File: config.mk
export PLATFORM = sky130hd
export DESIGN_NAME = csa_accum
export DESIGN_NICKNAME = d
export VERILOG_FILES = /design/src/rtl/csa_pkg.sv /design/src/rtl/csa_rst_sync.sv /design/src/rtl/csa_row.sv /design/src/rtl/csa_store.sv /design/src/rtl/csa_ctrl.sv /design/src/rtl/csa_accum.sv
export SDC_FILE = /design/constraint.sdc
export NUM_CORES = 1
export LEC_CHECK = 0
export BUFFER_PORTS_ARGS = -buffer_cell sky130_fd_sc_hd__buf_2
export CORE_MARGIN = 4
export CORE_UTILIZATION = 60
export CTS_BUF_LIST = sky130_fd_sc_hd__clkbuf_16
export DETAILED_ROUTE_END_ITERATION = 6
export PLACE_DENSITY = 0.93
export SLEW_MARGIN = 20
export SYNTH_ARGS = -nofsm -noshare
export SYNTH_HDL_FRONTEND = slang
export SYNTH_HIERARCHICAL = 1
export SYNTH_SLANG_ARGS = --single-unit
File: constraint.sdc
create_clock -name clk -period 3.7 [get_ports clk]
set_input_delay 0.185 -clock clk [delete_from_list [all_inputs] [get_ports clk]]
set_output_delay 0.185 -clock clk [all_outputs]
set_load 0.005 [all_outputs]
File: src/rtl/csa_pkg.sv
package csa_pkg;

  // Accumulator phases: waiting for a start, taking operands,
  // draining pending carries, and holding the resolved total.
  typedef enum logic [1:0] {
    ST_IDLE = 2'd0,
    ST_ACC  = 2'd1,
    ST_RES  = 2'd2,
    ST_HOLD = 2'd3
  } acc_state_t;

endpackage

File: src/rtl/csa_rst_sync.sv
module csa_rst_sync #(
  parameter int STAGES = 2
) (
  input  logic clk,
  input  logic rst_n_i,
  output logic rst_n_o
);

  localparam int LAST = STAGES - 1;

  logic [LAST:0] sync_q;

  // Assertion is immediate; release walks through STAGES flops.
  always_ff @(posedge clk or negedge rst_n_i) begin
    if (!rst_n_i) begin
      sync_q <= '0;
    end else begin
      sync_q <= {sync_q[LAST-1:0], 1'b1};
    end
  end

  assign rst_n_o = sync_q[LAST];

endmodule

File: src/rtl/csa_row.sv
module csa_row #(
  parameter int WIDTH = 32
) (
  input  logic [WIDTH-1:0] a_i,
  input  logic [WIDTH-1:0] b_i,
  input  logic [WIDTH-1:0] c_i,
  output logic [WIDTH-1:0] s_o,
  output logic [WIDTH-2:0] cy_o
);

  // One full adder per bit. The top position produces no carry,
  // which is where the modulo wrap happens.
  for (genvar g = 0; g < WIDTH; g++) begin : g_bit
    assign s_o[g] = a_i[g] ^ b_i[g] ^ c_i[g];
    if (g < WIDTH - 1) begin : g_cy
      assign cy_o[g] = (a_i[g] & b_i[g]) | (a_i[g] & c_i[g]) | (b_i[g] & c_i[g]);
    end
  end

endmodule

File: src/rtl/csa_store.sv
module csa_store #(
  parameter int WIDTH = 32
) (
  input  logic             clk,
  input  logic             rst_n,
  input  logic             clr_i,
  input  logic             en_i,
  input  logic [WIDTH-1:0] s_i,
  input  logic [WIDTH-2:0] cy_i,
  output logic [WIDTH-1:0] sum_o,
  output logic [WIDTH-2:0] carry_o
);

  logic [WIDTH-1:0] sum_q,   sum_d;
  logic [WIDTH-2:0] carry_q, carry_d;

  always_comb begin
    sum_d   = sum_q;
    carry_d = carry_q;
    if (clr_i) begin
      sum_d   = '0;
      carry_d = '0;
    end else if (en_i) begin
      sum_d   = s_i;
      carry_d = cy_i;
    end
  end

  always_ff @(posedge clk or negedge rst_n) begin
    if (!rst_n) begin
      sum_q   <= '0;
      carry_q <= '0;
    end else begin
      sum_q   <= sum_d;
      carry_q <= carry_d;
    end
  end

  assign sum_o   = sum_q;
  assign carry_o = carry_q;

endmodule

File: src/rtl/csa_ctrl.sv
module csa_ctrl
  import csa_pkg::*;
(
  input  logic       clk,
  input  logic       rst_n,
  input  logic       start_i,
  input  logic       valid_i,
  input  logic       last_i,
  input  logic       carry_zero_i,
  output acc_state_t state_o,
  output logic       clr_o,
  output logic       en_o,
  output logic       done_o
);

  acc_state_t state_q, state_d;
  logic       done_q, done_d;

  always_comb begin
    state_d = state_q;
    clr_o   = 1'b0;
    en_o    = 1'b0;
    done_d  = 1'b0;
    if (start_i) begin
      state_d = ST_ACC;
      clr_o   = 1'b1;
    end else begin
      unique case (state_q)
        ST_ACC: begin
          if (valid_i) begin
            en_o = 1'b1;
            if (last_i) state_d = ST_RES;
          end
        end
        ST_RES: begin
          if (carry_zero_i) begin
            state_d = ST_HOLD;
            done_d  = 1'b1;
          end else begin
            en_o = 1'b1;
          end
        end
        default: ;
      endcase
    end
  end

  always_ff @(posedge clk or negedge rst_n) begin
    if (!rst_n) begin
      state_q <= ST_IDLE;
      done_q  <= 1'b0;
    end else begin
      state_q <= state_d;
      done_q  <= done_d;
    end
  end

  assign state_o = state_q;
  assign done_o  = done_q;

endmodule

File: src/rtl/csa_accum.sv
module csa_accum
  import csa_pkg::*;
#(
  parameter int WIDTH      = 32,
  parameter int RST_STAGES = 2
) (
  input  logic             clk,
  input  logic             rst_n,
  input  logic             start_i,
  input  logic             op_valid_i,
  input  logic             op_last_i,
  input  logic [WIDTH-1:0] op_data_i,
  output logic [WIDTH-1:0] result_o,
  output logic             done_o
);

  localparam int CW = WIDTH - 1;

  logic             rst_q_n;
  acc_state_t       state;
  logic             clr, en, take_op, carry_zero;
  logic [WIDTH-1:0] sum_q, carry_in, third, row_s;
  logic [CW-1:0]    carry_q, row_cy;

  csa_rst_sync #(.STAGES(RST_STAGES)) i_rst_sync (
    .clk     (clk),
    .rst_n_i (rst_n),
    .rst_n_o (rst_q_n)
  );

  // Stored carry i belongs to bit i+1; bit 0 gets zero.
  assign carry_in   = {carry_q, 1'b0};
  assign take_op    = (state == ST_ACC) && op_valid_i && !start_i;
  assign third      = take_op ? op_data_i : '0;
  assign carry_zero = ~|carry_q;

  csa_row #(.WIDTH(WIDTH)) i_row (
    .a_i  (sum_q),
    .b_i  (carry_in),
    .c_i  (third),
    .s_o  (row_s),
    .cy_o (row_cy)
  );

  csa_store #(.WIDTH(WIDTH)) i_store (
    .clk     (clk),
    .rst_n   (rst_q_n),
    .clr_i   (clr),
    .en_i    (en),
    .s_i     (row_s),
    .cy_i    (row_cy),
    .sum_o   (sum_q),
    .carry_o (carry_q)
  );

  csa_ctrl i_ctrl (
    .clk          (clk),
    .rst_n        (rst_q_n),
    .start_i      (start_i),
    .valid_i      (op_valid_i),
    .last_i       (op_last_i),
    .carry_zero_i (carry_zero),
    .state_o      (state),
    .clr_o        (clr),
    .en_o         (en),
    .done_o       (done_o)
  );

  assign result_o = sum_q;

endmodule

Word level (Yosys, flattened, before mapping)
Index checks and enable logic that the tools add are counted.

Bits in registers: 68. Latch bits: 0. RAM bits: 0. Memory bits (read-only): 0. Input port bits: 37. Output and inout port bits: 33. Logic and storage cells: 249. Memories: 0.

Add/sub/neg operators: 0. Multipliers: 0. Divide/modulo/power cells: 0. Order comparisons: 0. Eq/ne operators: 5. Shift-type cells: 0. Mux-type cells: 18. Bitwise operators: 214. Reductions and logical operators: 7.

Operators with widths (count): $mux W32 (3); $and A1 B1 Y1 (91); $xor A1 B1 Y1 (63); $mux W31 (2); $or A1 B1 Y1 (60); $reduce_or A31 Y1 (1); $ne A3 B3 Y1 const B (3); $mux W2 (4); $mux W1 (7); $pmux W2 S2 (1); $reduce_and A4 Y1 (1); $reduce_bool A3 Y1 (1); $eq A2 B1 Y1 const B (1); $eq A2 B2 Y1 const B (1); $logic_and A1 B1 Y1 (2); $pmux W1 S2 (1); $reduce_bool A2 Y1 (1); $logic_not A1 Y1 (1).

Logic depth before layout (Yosys ltp)
Gate-level depths: netlist of run 1.

Word-level depth: 9. Gate-level depth with buffers: 10.

Modules after synthesis
Netlist of run 1, hierarchy kept.

By module, submodules not included: csa_store (times used 1, cells each 203, area each 2602.5 um^2, sequential area each 1576.5 um^2); csa_row (times used 1, cells each 32, area each 644.4 um^2, sequential area each 0.0 um^2); csa_accum (times used 1, cells each 48, area each 327.8 um^2, sequential area each 0.0 um^2); csa_ctrl (times used 1, cells each 21, area each 191.4 um^2, sequential area each 75.1 um^2); csa_rst_sync (times used 1, cells each 3, area each 53.8 um^2, sequential area each 50.0 um^2).

Worst setup path before layout of run 1
No wires, ideal clock.

Path kind: reg2reg. Start point: register i_store.carry_q[9] (netlist: i_store/carry_o[9]). End point: register i_store.carry_q[18] (netlist: i_store/carry_o[18]). Library setup time: 0.132 ns. Arrival: 1.642 ns. Setup slack: 1.926 ns. Stages on the path, launching flop included: 11. Path buffers: 2. Cells stage by stage: dfrtp_1 -> nor4_1 -> nand4_1 -> nor2_1 -> nor2b_1 -> a21oi_1 -> nor3_1 -> buf_6 -> buf_12 -> mux2i_1 -> nor2_1.

Cells in the longest elaborated chain, start to end: 5.

Ends and longest elaborated chain: start: declaration (line csa_store.sv:15) `logic [WIDTH-2:0] carry_q, carry_d;`; start signal: assignment (line csa_store.sv:35) `carry_q <= carry_d;`; $reduce_or A31 Y1 (line csa_accum.sv:35) `assign carry_zero = ~|carry_q;`; $mux W1 (line csa_ctrl.sv:36) `if (carry_zero_i) begin`; $pmux W1 S2 (line csa_ctrl.sv:28) `unique case (state_q)`; $mux W1 (line csa_ctrl.sv:24) `if (start_i) begin`; named net en (line csa_accum.sv:21) `logic clr, en, take_op, carry_zero;`; $reduce_bool A2 Y1 (no source line).

The timed path passes the listed nets, and every way through them passes these cells. A chain may end at the register's enable or synchronous reset.

Worst setup path in the final report of run 1
Start point: register i_store.carry_q[1] (netlist: i_store/carry_o[1]). End point: register i_store.carry_q[16] (netlist: i_store/carry_o[16]).

The elaborated chain is that of the path after synthesis.

==> results of run 1 <==
[critical path, delay by kind of cell, from the launching register on]
kind            cells  cell delay (ns)
buf+inv             1             0.33
mux                 1             0.26
flops               1             0.42
compound gates      1             0.20
simple gates        6             1.12
[power breakdown]
| part | leakage, nW | internal [mW] | switching, mW |
|---|---|---|---|
| Clock | 0.177 | 0.725 | 0.324 |
| Combinational | 1.15 | 0.116 | 0.138 |
| Sequential | 0.938 | 0.759 | 0.0252 |
| Total | 2.27 | 1.60 | 0.487 |
[flip-flops by register name, summed over array words and instances, names as in the netlist]
name	flops
i_store/carry_o	31
i_rst_sync/sync_q	2
i_store/sum_o	32
i_ctrl/state_o	2
i_ctrl/done_o	1
[logic make-up (layout without fill, tap and decap cells)]
logic type	count (synthesis)	in the layout	share of synthesized area, %
other	2	2	0.197
AND/OR/NAND/NOR	114	114	14.7
XOR/XNOR	1	1	0.622
adder cells (fa/ha/maj)	33	33	16.9
AO/OA/AOI/OAI	6	6	1.08
multiplexers	63	63	16.5
flip-flops	68	68	44.5
buffers and inverters	20	92	5.44
[metrics by stage]
step	setup WS, ns	utilization, %
floorplan	1.67	-
global placement	1.53	67.6
detailed placement	1.44	67.6
CTS	1.29	73.8
global route	1.08	73.8
finish	1.20	73.8
[layout make-up]
class | instances | area, sq um | area share (%)
clock buffer | 9 | 225 | 5.04
clock inverter | 7 | 140 | 3.13
inverter | 2 | 7.51 | 0.168
multi-input combinational | 219 | 1920 | 42.8
sequential | 68 | 1700 | 38.1
tap | 75 | 93.8 | 2.10
timing repair buffer | 74 | 385 | 8.62
[worst paths after layout]
kind | endpoint | slack [ns] | cells past startpoint
max | i_store/carry_o[16] | 1.20 | 9
min | i_rst_sync/sync_q[1] | 0.18 | 2
max reg2reg | i_store/carry_o[16] | 1.20 | 9
min reg2reg | i_rst_sync/sync_q[1] | 0.36 | 0
max in group asynchronous | i_store/carry_o[27] | 2.43 | 1
min in group clk | i_ctrl/state_o[0] | 0.23 | 3
[timing repair]
action,4_1_cts,5_1_grt
hold endpoints to repair,2,0
setup endpoints to repair,0,0
hold buffers,1,0
[routing by layer]
metal | GRT usage (%) | up-vias | wire, um
li1 | - | 1145 | -
met1 | 31.4 | 1322 | 3270
met2 | 39.8 | 88 | 4370
met3 | 6.21 | 13 | 484
met4 | 9.07 | 0 | 156
met5 | 0 | - | 0
[placed cells by master (no fill, tap or decap), types with 2 or more instances in the layout]
cell | Yosys | layout
fa_1 | 31 | 31
mux2i_1 | 63 | 63
buf_4 | 1 | 4
ha_1 | 2 | 2
nor2_1 | 66 | 66
and2_1 | 25 | 25
clkbuf_16 | 0 | 9
and2_2 | 7 | 7
buf_2 | 0 | 69
nand2_1 | 2 | 2
dfrtp_1 | 68 | 67
a21oi_1 | 2 | 2
nor4_1 | 7 | 7
nand4_1 | 2 | 2
bufinv_16 | 0 | 4
conb_1 | 2 | 2
inv_1 | 2 | 3
==> impl_metrics.py, run 1 <==
metrics = {
    "run_status": {
        "status": "completed",
    },
    "clock_network": {
        "clk_pin_slew_ns": 0.06,
        "clock_latency_ns": 0.33,
        "cts_root_buf": "clkbuf_16",
        "cts_buffers": 9,
        "cts_sinks": 68,
        "ctsResizeCount": 0,
        "post_cts_buffers": 0,
        "cts_tree": "built",
        "htree_levels": 3,
        "clockBufferDepth": 2,
    },
    "floorplan": {
        "start_util_pct": 63.0,
        "die_h_um": 87.8,
        "floorplan.io_pins": 70,
        "die-area_sq_um": 7710,
        "core_area_sq_um": 6060,
        "die_w_um": 87.8,
        "rows": 28,
    },
    "synth": {
        "syn_avg_cell_area_sq_um": 12.4,
        "synthTopCellsByArea": "dfrtp_1 45%, mux2i_1 17%, fa_1 16%",
        "yosys.area.top_type": "dfrtp_1",
        "synth_area_sq_um": 3820,
        "synth_ff_type": "dfrtp_1",
        "yosysTopAreaCellShare_pct": 44.5,
        "synth_cells": 307,
        "yosysMostFrequentCell": "dfrtp_1",
        "synth.yosys.warnings": 6,
        "synthTopCellsByCount": "68 x dfrtp_1, 66 x nor2_1, 63 x mux2i_1, 31 x fa_1, 25 x and2_1",
        "ys_ff_latch": 68,
        "async_flop_share_pct": 100,
        "synth_enable_flop_cells": 0,
        "synth_cell_types": 28,
        "ys_seq_area_share_pct": 44.5,
        "synth_fp_nets": 377,
    },
    "drt": {
        "drtAntennaViolNets": 0,
        "dr.first_iter.drc_count": 216,
        "totalWireLength_mm": 8.29,
        "firstDrtPassIters": 4,
        "vias": 2568,
        "wl_per_cell_um": 18.2,
        "drc_errors": 0,
        "viasPerCell": 5.66,
    },
    "setup_path": {
        "worstPathRequired_ns": 3.89,
        "r2r-start": "i_store/carry_o[1]",
        "cp-startpoint": "i_store/carry_o[1]",
        "worstPathMaxFanout": 31,
        "critPathMostFrequentCell": "nor2_1",
        "max_stage_delay_ns": 0.46,
        "critPathLaunchType": "flip-flop",
        "cp_slowest_cell": "nor4_1",
        "worstSetupPathType": "reg2reg",
        "crit_arrival_ns": 2.68,
        "end_kind": "flip-flop",
        "crit_chain": "nor4_1 > nand4_1 > nor2_1 > nor2b_1 > a21oi_1 > nor3_2 > buf_4 > mux2i_1 > nor2_1",
    },
    "finish": {
        "nets": 444,
        "num-fill-cells": 351,
        "drive_above_1_share_pct": 25.9,
        "fin_area_sq_um": 4470,
        "instances_no_fill": 454,
        "diodes": 0,
        "area_growth_pct": 17.0,
    },
    "placement": {
        "dpl_cell_area_sq_um": 4100,
        "dp_hpwl_mm": 5.43,
        "port_buffers": 69,
        "gp_congestion": 0.807,
        "dp_cells": 437,
    },
    "timing": {
        "hold_violations": 0,
        "fin_skew_ns": 0.00658,
        "period_share_pct": 67.4,
        "slew_headroom_pct": 43.2,
        "drv_slew": 0,
        "setup_viol": 0,
        "fmaxAchievable_ghz": 0.401,
        "grt_setup_unrepaired": "no",
        "holdWs_ns": 0.177,
        "tns_ns": 0,
        "fin_crit_ns": 2.50,
        "tightest_slew_ns": 0.852,
    },
    "power_and_ir_drop": {
        "vdd_drop_max_uv": 349,
        "leakagePower_nw": 2.27,
        "power_density_nw_per_um2": 467,
        "power_mw": 2.09,
    },
    "worst_hold_path": {
        "min_path_type": "in2async",
    },
    "global_routing": {
        "grt_overflow": 0,
        "grt_pass1_wl_mm": 14.1,
        "grt_use_total_pct": 24.3,
        "antenna_found_initial": 0,
        "grt_pass1_vias": 2818,
        "grt_max_degree": 68,
    },
    "run": {
        "cap_violations": 0,
    },
}
(Power assumes the default switching activity.)
==> run 2, diff against run 1 <==
--- a/config.mk
+++ b/config.mk
@@ -7,10 +7,10 @@
 export LEC_CHECK = 0
 export BUFFER_PORTS_ARGS = -buffer_cell sky130_fd_sc_hd__buf_2
 export CORE_MARGIN = 4
-export CORE_UTILIZATION = 60
+export CORE_UTILIZATION = 51
 export CTS_BUF_LIST = sky130_fd_sc_hd__clkbuf_16
 export DETAILED_ROUTE_END_ITERATION = 6
-export PLACE_DENSITY = 0.93
+export PLACE_DENSITY = 0.85
 export SLEW_MARGIN = 20
 export SYNTH_ARGS = -nofsm -noshare
 export SYNTH_HDL_FRONTEND = slang
==> constraint.sdc (replaced) <==
create_clock -name clk -period 2.2 [get_ports clk]
set_input_delay 0.11 -clock clk [delete_from_list [all_inputs] [get_ports clk]]
set_output_delay 0.11 -clock clk [all_outputs]
set_load 0.005 [all_outputs]
==> run 2 against run 1 <==
Against the previous run:
- combinational power up 87%
- final cell count up 5.7%
- core utilization down 11 points
- sequential share of layout area down 0.72 points
- clock skew up 0.00070 ns
- sequential power up 67%
- highest routed layer unchanged
==> impl_metrics.py, run 2 (synthesized netlist as in run 1, its figures left out) <==
metrics = {
    "setup_path": {
        "cp_slowest_cell": "dfrtp_1",
        "max_stage_delay_ns": 0.41,
        "worst-path-buf-inv": 2,
        "crit_arrival_ns": 2.24,
        "critical_path.top_delay_family": "simple AND/OR/NAND/NOR gates",
        "worstPathRequired_ns": 2.37,
        "critPathLaunchType": "flip-flop",
        "crit_chain": "inv_1 > ha_1 > nor2b_1 > a21oi_2 > nor3_4 > clkbuf_16 > mux2i_1 > nor2_1",
        "cp-startpoint": "i_ctrl/state_o[0]",
        "worstPathMaxFanout": 16,
        "r2r-start": "i_ctrl/state_o[0]",
        "end_kind": "flip-flop",
        "worstSetupPathType": "reg2reg",
    },
    "timing": {
        "tightest_slew_ns": 0.676,
        "fmaxAchievable_ghz": 0.484,
        "setup_viol": 0,
        "fin_skew_ns": 0.00729,
        "hold_violations": 0,
        "slew_headroom_pct": 54.9,
        "period_share_pct": 93.8,
        "tns_ns": 0,
        "grt_setup_unrepaired": "no",
        "drv_slew": 0,
        "worst_slack_ns": 0.136,
        "fin_crit_ns": 2.06,
    },
    "power_and_ir_drop": {
        "vdd_drop_max_uv": 420,
        "p_clk_share_pct": 45.9,
        "p_int_mw": 2.48,
        "power_mw": 3.30,
        "power_frac_seq_pct": 39.7,
        "leakagePower_nw": 2.29,
        "p_switching_uw": 820,
        "p_comb_share_pct": 14.4,
        "power_density_nw_per_um2": 725,
        "switching_share_pct": 24.8,
    },
    "drt": {
        "top_layer": "met4",
        "wl_met2_mm": 4.42,
        "viasPerCell": 5.31,
        "drtAntennaViolNets": 0,
        "dr.first_iter.drc_count": 171,
        "drc_errors": 0,
        "dr_wl_met3_um": 402,
        "wl_per_cell_um": 17.4,
        "vias": 2550,
        "met1Wirelength_mm": 3.41,
        "firstDrtPassIters": 4,
        "totalWireLength_mm": 8.33,
    },
    "floorplan": {
        "floorplan.io_pins": 70,
        "die_w_um": 94.5,
        "rows": 31,
        "die_h_um": 94.5,
        "start_util_pct": 52.7,
        "core_area_sq_um": 7250,
        "die-area_sq_um": 8940,
    },
    "clock_network": {
        "htree_levels": 3,
        "cts_tree": "built",
        "cts_buffers": 9,
        "post_cts_buffers": 0,
        "clockBufferDepth": 2,
        "cts_sinks": 68,
        "clk_pin_slew_ns": 0.06,
        "cts_root_buf": "clkbuf_16",
        "clock_latency_ns": 0.33,
    },
    "placement": {
        "port_buffers": 69,
        "pre_cts_ws_ns": 0.0377,
        "gp_congestion": 0.770,
        "dp_hpwl_mm": 5.51,
    },
    "finish": {
        "final_cell_mix": "69 x buf_2, 67 x dfrtp_1, 65 x nor2_1",
        "num-fill-cells": 557,
        "nets": 446,
        "drive_above_1_share_pct": 27.8,
        "seq_area_sq_um": 1700,
        "largest_reg_flops": 32,
        "layout_commonest_cell": "buf_2",
        "area_growth_pct": 19.3,
        "diodes": 0,
        "multiInputGateArea_sq_um": 1960,
    },
    "global_routing": {
        "grt_pass1_wl_mm": 13.2,
        "grt_max_degree": 67,
        "antenna_found_initial": 0,
        "grt_use_total_pct": 19.4,
        "grt_overflow": 0,
        "grt_pass1_vias": 2614,
    },
    "worst_hold_path": {
        "min_path_type": "in2async",
    },
    "run": {
        "cap_violations": 0,
    },
    "run_status": {
        "status": "completed",
    },
}
[run 2: power by group through the flow]
stage	Combinational [mW]	Clock, mW	Sequential, mW
CTS	0.435	1.53	1.31
finish	0.475	1.52	1.31
global placement	0.415	0	1.33
global route	0.511	1.61	1.32
detailed placement	0.432	0	1.34
floorplan	0.377	0	1.34
[run 2: final timing paths]
| check | end | slack [ns] | cells after the start |
|---|---|---|---|
| setup / recovery | i_store/sum_o[10] | 0.14 | 8 |
| hold / removal | i_rst_sync/sync_q[0] | 0.09 | 2 |
| setup reg to reg | i_store/sum_o[10] | 0.14 | 8 |
| hold reg to reg | i_store/sum_o[26] | 0.26 | 0 |
| max in group asynchronous | i_store/sum_o[18] | 1.33 | 1 |
| min in group clk | i_ctrl/state_o[0] | 0.12 | 3 |
[run 2: timing repair]
item                       4_1_cts  5_1_grt
cloned                           0        2
setup endpoints to repair        3       63
hold endpoints to repair         2        0
resized for setup                1       11
hold buffers                     1        0
[run 2: area by class of cell]
type	count	area share, %
Tap cell	99	2.72
Clock inverter	7	2.00
Sequential cell	68	37.4
Inverter	2	0.165
Clock buffer	9	4.94
Timing Repair Buffer	76	9.80
Multi-Input combinational cell	219	43.0
[run 2: metrics by stage]
stage | area (sq um) | cells | hold WS, ns | util, %
after floorplan | 3820 | 307 | -0.186 | -
after global placement | 4150 | 461 | -0.105 | 57.2
after global routing | 4560 | 480 | 0.0930 | 62.8
after detailed placement | 4150 | 461 | -0.103 | 57.2
final | 4560 | 480 | 0.0924 | 62.8
after CTS | 4480 | 478 | 0.0873 | 61.8
[run 2: worst reg2reg max path, cell delays in order (launching register included)]
cell and delay, ns:
dfrtp_1 0.41, inv_1 0.09, ha_1 0.22, nor2b_1 0.24, a21oi_2 0.07, nor3_4 0.28, clkbuf_16 0.28, mux2i_1 0.24
nor2_1 0.08
[run 2: routing by layer]
metal	GRT usage, %	up-vias
met1	25.6	1325
met3	5.02	10
met4	6.97	0
li1	-	1147
met5	0	-
met2	31.0	68
==> run 3, diff against run 2 <==
--- a/config.mk
+++ b/config.mk
@@ -7,12 +7,11 @@
 export LEC_CHECK = 0
 export BUFFER_PORTS_ARGS = -buffer_cell sky130_fd_sc_hd__buf_2
 export CORE_MARGIN = 4
-export CORE_UTILIZATION = 51
+export CORE_UTILIZATION = 52
 export CTS_BUF_LIST = sky130_fd_sc_hd__clkbuf_16
 export DETAILED_ROUTE_END_ITERATION = 6
 export PLACE_DENSITY = 0.85
 export SLEW_MARGIN = 20
 export SYNTH_ARGS = -nofsm -noshare
 export SYNTH_HDL_FRONTEND = slang
-export SYNTH_HIERARCHICAL = 1
 export SYNTH_SLANG_ARGS = --single-unit
==> constraint.sdc (replaced) <==
create_clock -name clk -period 1.8 [get_ports clk]
set_input_delay 0.09 -clock clk [delete_from_list [all_inputs] [get_ports clk]]
set_output_delay 0.09 -clock clk [all_outputs]
set_load 0.005 [all_outputs]
==> run 3 against run 2 <==
Against the previous run:
- the run now ends with setup timing left
- wire length is 100% higher
- synthesized cell count is 70% higher
- first-iteration DRC count grew to 3.7 times the previous value
- highest routed layer unchanged
- die area is 17% higher
- final area is 35% higher
- total power is 92% higher
- clock skew is 0.0035 ns higher
- combinational power grew to 5.4 times the previous value
- largest power group is now combinational logic
- non-clock buffer count is 50 higher
- worst hold slack worse by 0.031 ns
- critical endpoint is now i_store.sum_o[12]
- fmax is 13% lower
==> impl_metrics.py, run 3 <==
metrics = {
    "synth": {
        "synth_ff_type": "dfrtp_1",
        "synth_fp_nets": 592,
        "yosys.area.top_type": "dfrtp_1",
        "synth.yosys.warnings": 0,
        "synthTopCellsByArea": "dfrtp_1 37%, fa_1 13%, inv_1 7.4%",
        "ys_seq_area_share_pct": 36.7,
        "async_flop_share_pct": 100,
        "syn_avg_cell_area_sq_um": 8.88,
        "ys_ff_latch": 68,
        "yosysMostFrequentCell": "inv_1",
        "synthTopCellsByCount": "92 x inv_1, 68 x dfrtp_1, 65 x a21oi_1, 65 x nand2_1, 59 x o21ai_0",
        "synth_cells": 522,
        "yosysTopAreaCellShare_pct": 36.7,
        "synth_area_sq_um": 4640,
        "synth_cell_types": 45,
        "synth_enable_flop_cells": 0,
    },
    "finish": {
        "drive_above_1_share_pct": 37.6,
        "area_growth_pct": 32.9,
        "nets": 692,
        "instances_no_fill": 735,
        "final_cell_mix": "76 x inv_1, 69 x buf_2, 67 x dfrtp_1",
        "seq_area_sq_um": 1700,
        "multiInputGateArea_sq_um": 2650,
        "fin_area_sq_um": 6160,
        "num-fill-cells": 545,
        "largest_reg_flops": 32,
        "diodes": 0,
        "layout_commonest_cell": "inv_1",
    },
    "power_and_ir_drop": {
        "leakagePower_nw": 2.64,
        "power_mw": 6.33,
        "power_density_nw_per_um2": 1030,
        "vdd_drop_max_uv": 718,
    },
    "drt": {
        "viasPerCell": 6.49,
        "vias": 4773,
        "totalWireLength_mm": 16.7,
        "firstDrtPassIters": 5,
        "wl_per_cell_um": 22.7,
        "drc_errors": 0,
        "dr.first_iter.drc_count": 633,
        "drtAntennaViolNets": 0,
    },
    "run_status": {
        "violations": "setup timing",
        "status": "finished with violations",
    },
    "clock_network": {
        "clockBufferDepth": 2,
        "cts_sinks": 68,
        "cts_tree": "built",
        "cts_root_buf": "clkbuf_16",
        "clk_pin_slew_ns": 0.06,
        "htree_levels": 3,
        "clock_latency_ns": 0.35,
        "cts_buffers": 9,
    },
    "global_routing": {
        "grt_max_degree": 67,
        "grt_pass1_wl_mm": 24.8,
        "grt_pass1_vias": 4930,
        "antenna_found_initial": 0,
        "grt_overflow": 0,
        "grt_use_total_pct": 31.0,
    },
    "timing": {
        "worst_slack_ns": -0.563,
        "fmaxAchievable_ghz": 0.423,
        "tightest_slew_ns": 0.655,
        "setup_viol": 63,
        "hold_violations": 0,
        "drv_slew": 0,
        "slew_headroom_pct": 56.3,
        "period_share_pct": 131,
        "grt_setup_unrepaired": "yes",
        "fin_skew_ns": 0.0107,
        "fin_crit_ns": 2.36,
    },
    "run": {
        "cap_violations": 0,
    },
    "placement": {
        "dp_hpwl_mm": 8.82,
        "dpl_cell_area_sq_um": 5290,
        "port_buffers": 69,
        "dp_cells": 697,
        "gp_congestion": 0.847,
    },
    "floorplan": {
        "die_h_um": 102,
        "core_area_sq_um": 8680,
        "die_w_um": 102,
        "die-area_sq_um": 10500,
        "rows": 34,
        "floorplan.io_pins": 70,
        "start_util_pct": 53.4,
    },
    "setup_path": {
        "critPathLaunchType": "flip-flop",
        "worstPathRequired_ns": 2.03,
        "worstPathMaxFanout": 7,
        "crit_arrival_ns": 2.59,
        "end_kind": "flip-flop",
        "worstSetupPathType": "reg2reg",
    },
    "worst_hold_path": {
        "min_path_type": "in2async",
    },
}
-- run 3: changes by cell type after synthesis, sizes merged, moves of 18 or more --
cell    change
inv        +90
a21oi      +63
mux2i      -63
nand2      +63
nor2       -60
o21ai      +59
a221o      +31
and2       -31
nor3       +26
clkbuf     +18
-- run 3: worst max-delay path, cell delays in order (launching register included) --
cell and delay, ns:
dfrtp_1 0.40, inv_2 0.10, ha_4 0.16, nand2_4 0.06
nor2_4 0.14, buf_12 0.14, clkbuf_16 0.16, nand2_2 0.06
fa_1 0.49, inv_1 0.08, nand2_1 0.08, a21oi_1 0.07
a221o_1 0.28
-- run 3: area by class of cell --
type	count	share of cell area, %
sequential	68	27.6
inverter	92	5.64
clock buffer	9	3.65
clock inverter	7	1.34
multi-input combinational	325	43.1
tap	108	2.19
timing repair buffer	126	16.5
-- run 3: per-stage QoR --
step           worst slack (ns)  util, %  hold slack, ns  TNS, ns
3_5_place_dp             -0.440     60.9          -0.124   -16.48
5_1_grt                  -0.646     71.0          0.0770   -27.44
3_3_place_gp             -0.323     60.9          -0.125   -10.25
6_report                 -0.563     71.0          0.0611   -23.27
2_1_floorplan            -0.340        -          -0.206   -10.74
4_1_cts                  -0.408     69.3          0.0682   -15.92
-- run 3: final timing paths --
check                                          start  slack [ns]                    to  cells after the start
max in group asynchronous       i_rst_sync.sync_q[1]        1.22     i_store.sum_o[27]                      1
worst max register to register     i_ctrl.state_o[1]       -0.56     i_store.sum_o[12]                     12
worst min register to register  i_rst_sync.sync_q[1]        0.28     i_store.sum_o[11]                      1
min in group clk                           op_last_i        0.18     i_ctrl.state_o[0]                      4
worst min-delay path                           rst_n        0.06  i_rst_sync.sync_q[1]                      2
worst max-delay path               i_ctrl.state_o[1]       -0.56     i_store.sum_o[12]                     12
-- run 3: metal layers --
metal | GRT usage (%) | part of all wire [%] | vias to the layer above
met5 | 0 | 0 | -
met4 | 19.6 | 5.7 | 0
met3 | 7.71 | 11 | 100
met2 | 49.9 | 48 | 409
met1 | 37.1 | 36 | 2294
li1 | - | - | 1970
-- run 3: timing repair --
action                     4_1_cts  5_1_grt
setup buffers                   13        4
hold endpoints to repair         2        0
gates resized for setup         61       58
pin swaps                        3       14
hold buffers                     1        0
setup endpoints to repair       62       64
cloned                           4        3
-- run 3: power breakdown --
group | internal, mW | total [mW] | leakage (nW) | switching, mW
logic | 1.10 | 2.55 | 1.55 | 1.45
registers | 1.68 | 1.86 | 0.934 | 0.182
clock network | 1.20 | 1.92 | 0.158 | 0.728
total | 3.98 | 6.33 | 2.64 | 2.36
-- run 3: logic make-up (layout without fill, tap and decap cells) --
| family | count (synthesis) | in the layout | synth area share (%) |
|---|---|---|---|
| AND/OR/NAND/NOR | 122 | 122 | 14.4 |
| AO/OA/AOI/OAI | 169 | 169 | 22.6 |
| flip-flops | 68 | 68 | 36.7 |
| buffers and inverters | 129 | 234 | 12.4 |
| other | 1 | 1 | 0.0809 |
| adder cells (fa/ha/maj) | 33 | 33 | 13.8 |
